<file path="src/rtl/cfg_uart_tx_pkg.sv">
package cfg_uart_tx_pkg;

    localparam int CFG_W     = 32;
    localparam int DIV_W     = 24;
    localparam int DATA_W    = 8;
    localparam int LEN_W     = 2;
    localparam int CNT_W     = $clog2(DATA_W);
    localparam int MIN_BITS  = 5;

    localparam int LEN_LSB   = DIV_W;
    localparam int STOP2_BIT = LEN_LSB + LEN_W;
    localparam int PEN_BIT   = STOP2_BIT + 1;
    localparam int PFIX_BIT  = PEN_BIT + 1;
    localparam int PSEL_BIT  = PFIX_BIT + 1;

    typedef enum logic [2:0] {
        ST_IDLE,
        ST_START,
        ST_DATA,
        ST_PARITY,
        ST_STOP
    } tx_state_e;

    typedef struct packed {
        logic [DIV_W-1:0] clk_per_bit;
        logic [LEN_W-1:0] len_m5;
        logic             two_stop;
        logic             par_en;
        logic             par_fixed;
        logic             par_sel;
    } frame_cfg_t;

    function automatic frame_cfg_t decode_cfg(input logic [CFG_W-1:0] w);
        frame_cfg_t c;
        c.clk_per_bit = w[DIV_W-1:0];
        c.len_m5      = w[LEN_LSB +: LEN_W];
        c.two_stop    = w[STOP2_BIT];
        c.par_en      = w[PEN_BIT];
        c.par_fixed   = w[PFIX_BIT];
        c.par_sel     = w[PSEL_BIT];
        return c;
    endfunction

endpackage

</file>
<file path="src/rtl/uart_tx_baud.sv">
module uart_tx_baud
    import cfg_uart_tx_pkg::*;
(
    input  logic             clk,
    input  logic             rst_n,
    input  logic             restart,
    input  logic [DIV_W-1:0] divisor,
    output logic             tick
);
    logic [DIV_W-1:0] cnt_q;
    logic [DIV_W-1:0] reload;

    // A divisor of zero behaves as one: every cycle is a tick.
    assign reload = (divisor == '0) ? '0 : divisor - DIV_W'(1);
    assign tick   = (cnt_q == '0);

    always_ff @(posedge clk) begin
        if (!rst_n) begin
            cnt_q <= '0;
        end else if (restart || tick) begin
            cnt_q <= reload;
        end else begin
            cnt_q <= cnt_q - DIV_W'(1);
        end
    end
endmodule

</file>
<file path="src/rtl/uart_tx_parity.sv">
module uart_tx_parity
    import cfg_uart_tx_pkg::*;
(
    input  logic [DATA_W-1:0] data,
    input  logic [LEN_W-1:0]  len_m5,
    input  logic              par_fixed,
    input  logic              par_sel,
    output logic              par_bit
);
    logic [DATA_W-1:0] mask;
    logic              xor_all;

    // Only the configured data bits take part in the parity.
    for (genvar g = 0; g < DATA_W; g++) begin : g_mask
        assign mask[g] = (4'(g) < (4'(len_m5) + 4'(MIN_BITS)));
    end

    assign xor_all = ^(data & mask);

    always_comb begin
        if (par_fixed) begin
            par_bit = par_sel;
        end else if (par_sel) begin
            par_bit = ~xor_all;
        end else begin
            par_bit = xor_all;
        end
    end
endmodule

</file>
<file path="src/rtl/uart_tx_ctrl.sv">
module uart_tx_ctrl
    import cfg_uart_tx_pkg::*;
(
    input  logic              clk,
    input  logic              rst_n,
    input  logic [CFG_W-1:0]  cfg_word,
    input  logic              in_valid,
    input  logic [DATA_W-1:0] in_data,
    input  logic              tick,
    input  logic              par_bit,
    output logic              accept,
    output frame_cfg_t        cfg_q,
    output logic [DATA_W-1:0] data_q,
    output logic              in_ready,
    output logic              busy,
    output logic              tx_line
);
    tx_state_e         state_q, state_d;
    logic [CNT_W-1:0]  bit_cnt_q;
    logic [DATA_W-1:0] shreg_q;
    logic              last_data;
    logic              last_stop;

    assign accept    = in_valid && (state_q == ST_IDLE);
    assign last_data = (bit_cnt_q == (CNT_W'(cfg_q.len_m5) + CNT_W'(MIN_BITS - 1)));
    assign last_stop = (bit_cnt_q == CNT_W'(cfg_q.two_stop));

    // Next-state selection.
    always_comb begin
        state_d = state_q;
        unique case (state_q)
            ST_IDLE:   if (accept) state_d = ST_START;
            ST_START:  if (tick) state_d = ST_DATA;
            ST_DATA:   if (tick && last_data) state_d = cfg_q.par_en ? ST_PARITY : ST_STOP;
            ST_PARITY: if (tick) state_d = ST_STOP;
            ST_STOP:   if (tick && last_stop) state_d = ST_IDLE;
            default:   state_d = ST_IDLE;
        endcase
    end

    // State register and datapath registers.
    always_ff @(posedge clk) begin
        if (!rst_n) begin
            state_q   <= ST_IDLE;
            bit_cnt_q <= '0;
            shreg_q   <= '0;
            data_q    <= '0;
            cfg_q     <= '0;
        end else begin
            state_q <= state_d;
            if (accept) begin
                shreg_q <= in_data;
                data_q  <= in_data;
                cfg_q   <= decode_cfg(cfg_word);
            end else if (state_q == ST_DATA && tick) begin
                shreg_q <= shreg_q >> 1;
            end
            if (state_d != state_q) begin
                bit_cnt_q <= '0;
            end else if (tick && state_q != ST_IDLE) begin
                bit_cnt_q <= bit_cnt_q + CNT_W'(1);
            end
        end
    end

    // Outputs decoded from state.
    always_comb begin
        in_ready = 1'b0;
        busy     = 1'b1;
        tx_line  = 1'b1;
        unique case (state_q)
            ST_IDLE: begin
                in_ready = 1'b1;
                busy     = 1'b0;
            end
            ST_START:  tx_line = 1'b0;
            ST_DATA:   tx_line = shreg_q[0];
            ST_PARITY: tx_line = par_bit;
            ST_STOP:   tx_line = 1'b1;
            default:   tx_line = 1'b1;
        endcase
    end
endmodule

</file>
<file path="src/rtl/cfg_uart_tx.sv">
module cfg_uart_tx
    import cfg_uart_tx_pkg::*;
(
    input  logic              clk,
    input  logic              rst_n,
    input  logic [CFG_W-1:0]  cfg_word,
    input  logic              in_valid,
    input  logic [DATA_W-1:0] in_data,
    output logic              in_ready,
    output logic              busy,
    output logic              tx_line
);
    logic              accept;
    logic              baud_tick;
    logic              par_bit;
    frame_cfg_t        cfg_q;
    logic [DATA_W-1:0] data_q;
    logic [DIV_W-1:0]  div_sel;

    // On the accepting edge the counter loads from the incoming word.
    assign div_sel = accept ? cfg_word[DIV_W-1:0] : cfg_q.clk_per_bit;

    uart_tx_baud u_baud (
        .clk     (clk),
        .rst_n   (rst_n),
        .restart (accept),
        .divisor (div_sel),
        .tick    (baud_tick)
    );

    uart_tx_parity u_par (
        .data      (data_q),
        .len_m5    (cfg_q.len_m5),
        .par_fixed (cfg_q.par_fixed),
        .par_sel   (cfg_q.par_sel),
        .par_bit   (par_bit)
    );

    uart_tx_ctrl u_ctrl (
        .clk      (clk),
        .rst_n    (rst_n),
        .cfg_word (cfg_word),
        .in_valid (in_valid),
        .in_data  (in_data),
        .tick     (baud_tick),
        .par_bit  (par_bit),
        .accept   (accept),
        .cfg_q    (cfg_q),
        .data_q   (data_q),
        .in_ready (in_ready),
        .busy     (busy),
        .tx_line  (tx_line)
    );
endmodule

</file>
<file path="config.mk">
export PLATFORM = sky130hd
export DESIGN_NAME = cfg_uart_tx
export DESIGN_NICKNAME = d
export VERILOG_FILES = /design/src/rtl/cfg_uart_tx_pkg.sv /design/src/rtl/uart_tx_baud.sv /design/src/rtl/uart_tx_parity.sv /design/src/rtl/uart_tx_ctrl.sv /design/src/rtl/cfg_uart_tx.sv
export SDC_FILE = /design/constraint.sdc
export NUM_CORES = 1
export LEC_CHECK = 0
export BUFFER_PORTS_ARGS = -buffer_cell sky130_fd_sc_hd__buf_4
export CAP_MARGIN = 10
export CORE_UTILIZATION = 59
export DETAILED_ROUTE_END_ITERATION = 7
export PLACE_DENSITY = 0.8
export SLEW_MARGIN = 25
export SYNTH_ARGS = -nofsm -noshare
export SYNTH_HDL_FRONTEND = slang
export SYNTH_SLANG_ARGS = --single-unit
</file>
<file path="constraint.sdc">
create_clock -name clk -period 3.4 [get_ports clk]
set_input_delay 0.17 -clock clk [delete_from_list [all_inputs] [get_ports clk]]
set_output_delay 0.17 -clock clk [all_outputs]
set_load 0.03 [all_outputs]
</file>
Word level (Yosys, flattened, before mapping) --
Cells that the tools add are included.
Storage, ports and cells: bits of input ports 43, register bits after elaboration 76, output and inout port bits 3
Cells by class: order comparisons 8, eq/ne operators 7, $add $sub $neg 5, bitwise operators 3, mux-type cells 17, reductions and logical operators 13
Operators with widths (number):
- $mux W24 | 3
- $logic_not A24 Y1 | 2
- $sub A24 B1 Y24 const B | 2
- $mux W3 | 6
- $lt A3 B4 Y1 const A | 4
- $mux W8 | 2
- $pmux W3 S5 | 1
- $and A8 B8 Y8 | 1
- $lt A1 B4 Y1 const A | 2
- $lt A2 B4 Y1 const A | 2
- $reduce_xor A8 Y1 | 1
- $eq A3 B2 Y1 const B | 2
- $logic_and A1 B1 Y1 | 5
- $add A2 B3 Y4 const B | 1
- $mux W1 | 4
- $add A2 B3 Y3 const B | 1
- $add A3 B1 Y3 const B | 1
- $eq A3 B1 Y1 | 1
- $eq A3 B1 Y1 const B | 1
- $eq A3 B3 Y1 | 1
- $eq A3 B3 Y1 const B | 1
- $logic_not A3 Y1 | 1
- $ne A3 B3 Y1 | 1
- $pmux W1 S3 | 1
- other kinds (5) | 6

Longest topological paths before layout --
depth after elaboration 8, depth in mapped cells 10, depth with buffers taken out 8

Cells and area by module --
From an unflattened synthesis, not the netlist that was laid out.
Second synthesis, totals: cell total of the unflattened synthesis 524, area total of the unflattened synthesis 4508.1 um2
Modules (own cells, without submodules):
- uart_tx_ctrl | cells an instance 258, seq. area each 1041.0 um2, area an instance 2182.1 um2, times used 1
- uart_tx_baud | cells an instance 226, seq. area each 480.5 um2, area an instance 1795.5 um2, times used 1
- cfg_uart_tx | cells an instance 27, seq. area each 0.0 um2, area an instance 396.6 um2, times used 1
- uart_tx_parity | cells an instance 13, seq. area each 0.0 um2, area an instance 133.9 um2, times used 1

Worst setup path before layout --
Ideal clock, no wire load.
path type register to register, from register u_ctrl.state_q[1], to register u_baud.cnt_q[21], path slack 0.640 ns, period minus slack after synthesis 2.760 ns, path buffers 2, arrival time 2.635 ns, setup time 0.125 ns, cell stages (with the launch flop) 11, cells stage by stage dfxtp_1 -> or4b_1 -> buf_2 -> mux2i_1 -> ha_1 -> or4b_1 -> o22ai_1 -> a21oi_2 -> nand2_4 -> buf_6 -> o22ai_2
Between the ends: longest elaborated chain between the ends 6, elaborated cells on any way between the ends 8, those cells by class add/sub (1); mux (3); reduce/logical (4)
Ends and longest elaborated chain:
- from (decl) | line uart_tx_ctrl.sv:18 | tx_state_e state_q, state_d;
- from (signal assigned) | line uart_tx_ctrl.sv:50 | state_q <= state_d;
- $logic_not A3 Y1 (*) | line uart_tx_ctrl.sv:24 | assign accept = in_valid && (state_q == ST_IDLE);
- $logic_and A1 B1 Y1 (*) | line uart_tx_ctrl.sv:24
- $mux W24 | line cfg_uart_tx.sv:21 | assign div_sel = accept ? cfg_word[DIV_W-1:0] : cfg_q.clk_per_bit;
- $sub A24 B1 Y24 / $logic_not A24 Y1 (equally long branches) | line uart_tx_baud.sv:14 | assign reload = (divisor == '0) ? '0 : divisor - DIV_W'(1);
- $mux W24 | line uart_tx_baud.sv:14
- $mux W24 (*) | line uart_tx_baud.sv:20 | end else if (restart || tick) begin
- to (signal assigned) | line uart_tx_baud.sv:21 | cnt_q <= reload;
- to (signal assigned) | line uart_tx_baud.sv:23 | cnt_q <= cnt_q - DIV_W'(1);
- to (decl) | line uart_tx_baud.sv:10 | logic [DIV_W-1:0] cnt_q;
Mark *: on every way between the ends. The rest lies on a longest branch, timed or not. A chain may end at the register's enable or synchronous reset.

Final worst setup path --
from register u_ctrl.state_q[2], to register u_baud.cnt_q[5]
The elaborated chain is that of the path after synthesis.

==> impl_metrics.tcl <==
set metrics [dict create \
    outcome "completed" \
    dr.pass1.iters 6 \
    core.rowCount 30 \
    synthSimpleGateAreaFrac 0.282 \
    wl_met2_um 5010 \
    start_util 0.626 \
    place_hpwl_um 7420 \
    netlist_area_um2 4340 \
    htreeDepth 3 \
    final_common_cell "dfxtp_1" \
    final_cell_mix "dfxtp_1, nand2_1, buf_4" \
    synth.distinct_cells 62 \
    cts.sinks 76 \
    nets 607 \
    synth_edf_count 0 \
    die-width_um 87.8 \
    synth_compound_area_frac 0.156 \
    fin_ws_ns 0.286 \
    synth_area_leaders "dfxtp_1, xnor2_1, nand2_1, xor2_1, mux2i_1" \
    peakVddDrop_uv 277 \
    cp-start-kind "flip-flop" \
    cp.arrival_ns 3.31 \
    critPathRequiredTime_ns 3.59 \
    top_layer_used "met4" \
    drive_gt1_frac 0.147 \
    synth_area_leader_cell "dfxtp_1" \
    maxSlewHeadroom 0.414 \
    p_leak_nw 1.97 \
    dieHeight_um 87.8 \
    grt_max_degree 55 \
    ys.flop_type "dfxtp_1" \
    cts-root-buf "clkbuf_8" \
    cp_max_fo 11 \
    core-area_um2 6940 \
    avgRoutedWirePerCell_um 15.4 \
    worst_r2r_path_depth 8 \
    muxShareOfSynthArea 0.0464 \
    overflow 0 \
    p_per_area_nw_per_um2 538 \
    hold_class "input pin to flip-flop" \
    synth_seq_cells 76 \
    clock_path_buffers 2 \
    cts_made_buffers 9 \
    placed_cells 645 \
    clk_pin_slew_worst_paths_ns 0.08 \
    drc 0 \
    area_delta_synth_final_pct 14.0 \
    post_cts_resized 0 \
    yosys_warnings 0 \
    synth_area_per_cell_um2 8.32 \
    io_pins 46 \
    period_share 0.916 \
    tightest_slew_ns 0.872 \
    finalSetupTns_ns 0 \
    fin_worst_skew_ns 0.00841 \
    holdPathStages 3 \
    cts_hold_buf 0 \
    synth_top_family_by_area "simple AND/OR/NAND/NOR gates" \
    synth_xor_area_frac 0.120 \
    p_total_mw 2.66 \
    antenna_cells 0 \
    end_kind "flip-flop" \
    grtUsageTotal 0.285 \
    place_congestion 0.920 \
    max-cap-violations 0 \
    grt_pass1_wl_um 17200 \
    numPortBuffers 43 \
    drtIter0Drc 324 \
    synth_cells 522 \
    clock_latency_ns 0.35 \
    crit_type "flip-flop to flip-flop" \
    post-route-min-period_ns 3.11 \
    dr_total_vias 3872 \
    finalSetupViolCount 0 \
    antenna_found_initial 0 \
    wl_met1_um 4610 \
    fmax_mhz 321 \
    ys_seq_area_frac 0.350 \
    final_antenna_net_count 0 \
    routed_wl_um 10200 \
    cts_tree "done" \
    finalMaxSlewViolations 0 \
    synth_top_area_frac 0.350 \
    synth-adder-area-share 0.0115 \
    synthArstFlopShare 0 \
    via_per_inst 5.86 \
    hold_viol 0 \
    finalNonFillerCells 661 \
    post-place-ws_ns 0.323 \
    cts_setup_buffers 0 \
    grt_pass1_vias 3649 \
    die-area_um2 7710 \
    dr_wl_met3_um 464 \
    rsz0062_at_grt "false" \
    synth_nets 569 \
]
[power by group]
group | total [mW] | internal [mW] | switching [mW] | leakage, nW
clock | 0.657 | 0.336 | 0.321 | 0.0931
sequential | 1.12 | 1.01 | 0.114 | 0.624
combinational | 0.887 | 0.393 | 0.494 | 1.25
total | 2.66 | 1.73 | 0.928 | 1.97
[metal layers]
metal,vias to the layer above,global-route usage
li1,1930,-
met1,1813,0.386
met2,114,0.471
met3,15,0.0386
met4,0,0.0924
met5,-,0
[registers in the layout (all words and copies together), names as in the netlist]
name / flops
u_baud.cnt_q: 24
u_ctrl.bit_cnt_q: 3
u_ctrl.cfg_q: 30
u_ctrl.data_q: 8
u_ctrl.shreg_q: 8
u_ctrl.state_q: 3
[logic make-up after synthesis]
| kind of cell | count (synthesis) |
|---|---|
| multiplexers | 20 |
| flip-flops | 76 |
| XOR/XNOR | 58 |
| adder cells (fa/ha/maj) | 4 |
| buffers and inverters | 34 |
| AND/OR/NAND/NOR | 234 |
| AO/OA/AOI/OAI | 96 |
[through the flow]
| stage | hold slack (ns) | area (µm²) | utilization |
|---|---|---|---|
| after floorplan | 0.315 | 4340 | - |
| after global placement | 0.432 | 4770 | 0.686 |
| after detailed placement | 0.447 | 4770 | 0.686 |
| after CTS | 0.0791 | 4950 | 0.713 |
| after global routing | 0.0872 | 4950 | 0.713 |
| final | 0.0781 | 4950 | 0.713 |
[final timing paths]
path                                                    start                       endpoint  slack [ns]
worst max-delay path             u_ctrl.state_q[2]$_SDFF_PN0_     u_baud.cnt_q[5]$_SDFF_PN0_        0.29
worst min-delay path                             cfg_word[25]   u_ctrl.cfg_q[5]$_SDFFE_PN0N_        0.08
worst max register to register   u_ctrl.state_q[2]$_SDFF_PN0_     u_baud.cnt_q[5]$_SDFF_PN0_        0.29
worst min register to register  u_ctrl.data_q[6]$_SDFFE_PN0N_  u_ctrl.data_q[6]$_SDFFE_PN0N_        0.48
[final cells by class]
type	instances	area, µm²
clock buffers	11	131
clock inverters	5	52.6
fillers	580	1990
inverters	7	26.3
multi-input cells	412	2680
flip-flops and latches	76	1520
well taps	96	120
repair buffers	54	418
[critical path, cell delays in order, from the launching register on]
cell	delay [ns]
dfxtp_1	0.42
or4b_2	0.80
mux2i_1	0.34
ha_1	0.24
or4b_1	0.43
o22ai_1	0.25
nand2_1	0.09
a21boi_1	0.32
a311oi_1	0.08
[synthesized netlist by cell type (3+ instances only)]
master / number
or3_1: 7
a21oi_1: 14
nor2b_1: 20
xnor2_1: 33
o21ai_0: 10
xor2_1: 24
o22ai_1: 17
clkbuf_1: 17
a21boi_0: 24
inv_1: 7
ha_1: 4
o211ai_1: 3
o211a_1: 6
and2_1: 3
a211oi_1: 3
nand2_1: 67
mux2i_1: 19
buf_2: 7
nor4_1: 13
nand3_1: 20
dfxtp_1: 76
nand4_1: 6
a311oi_1: 3
and4_1: 3
nor3_1: 24
nor2_1: 43
or4_1: 4
No activity file was read; power rests on OpenSTA's default activity.
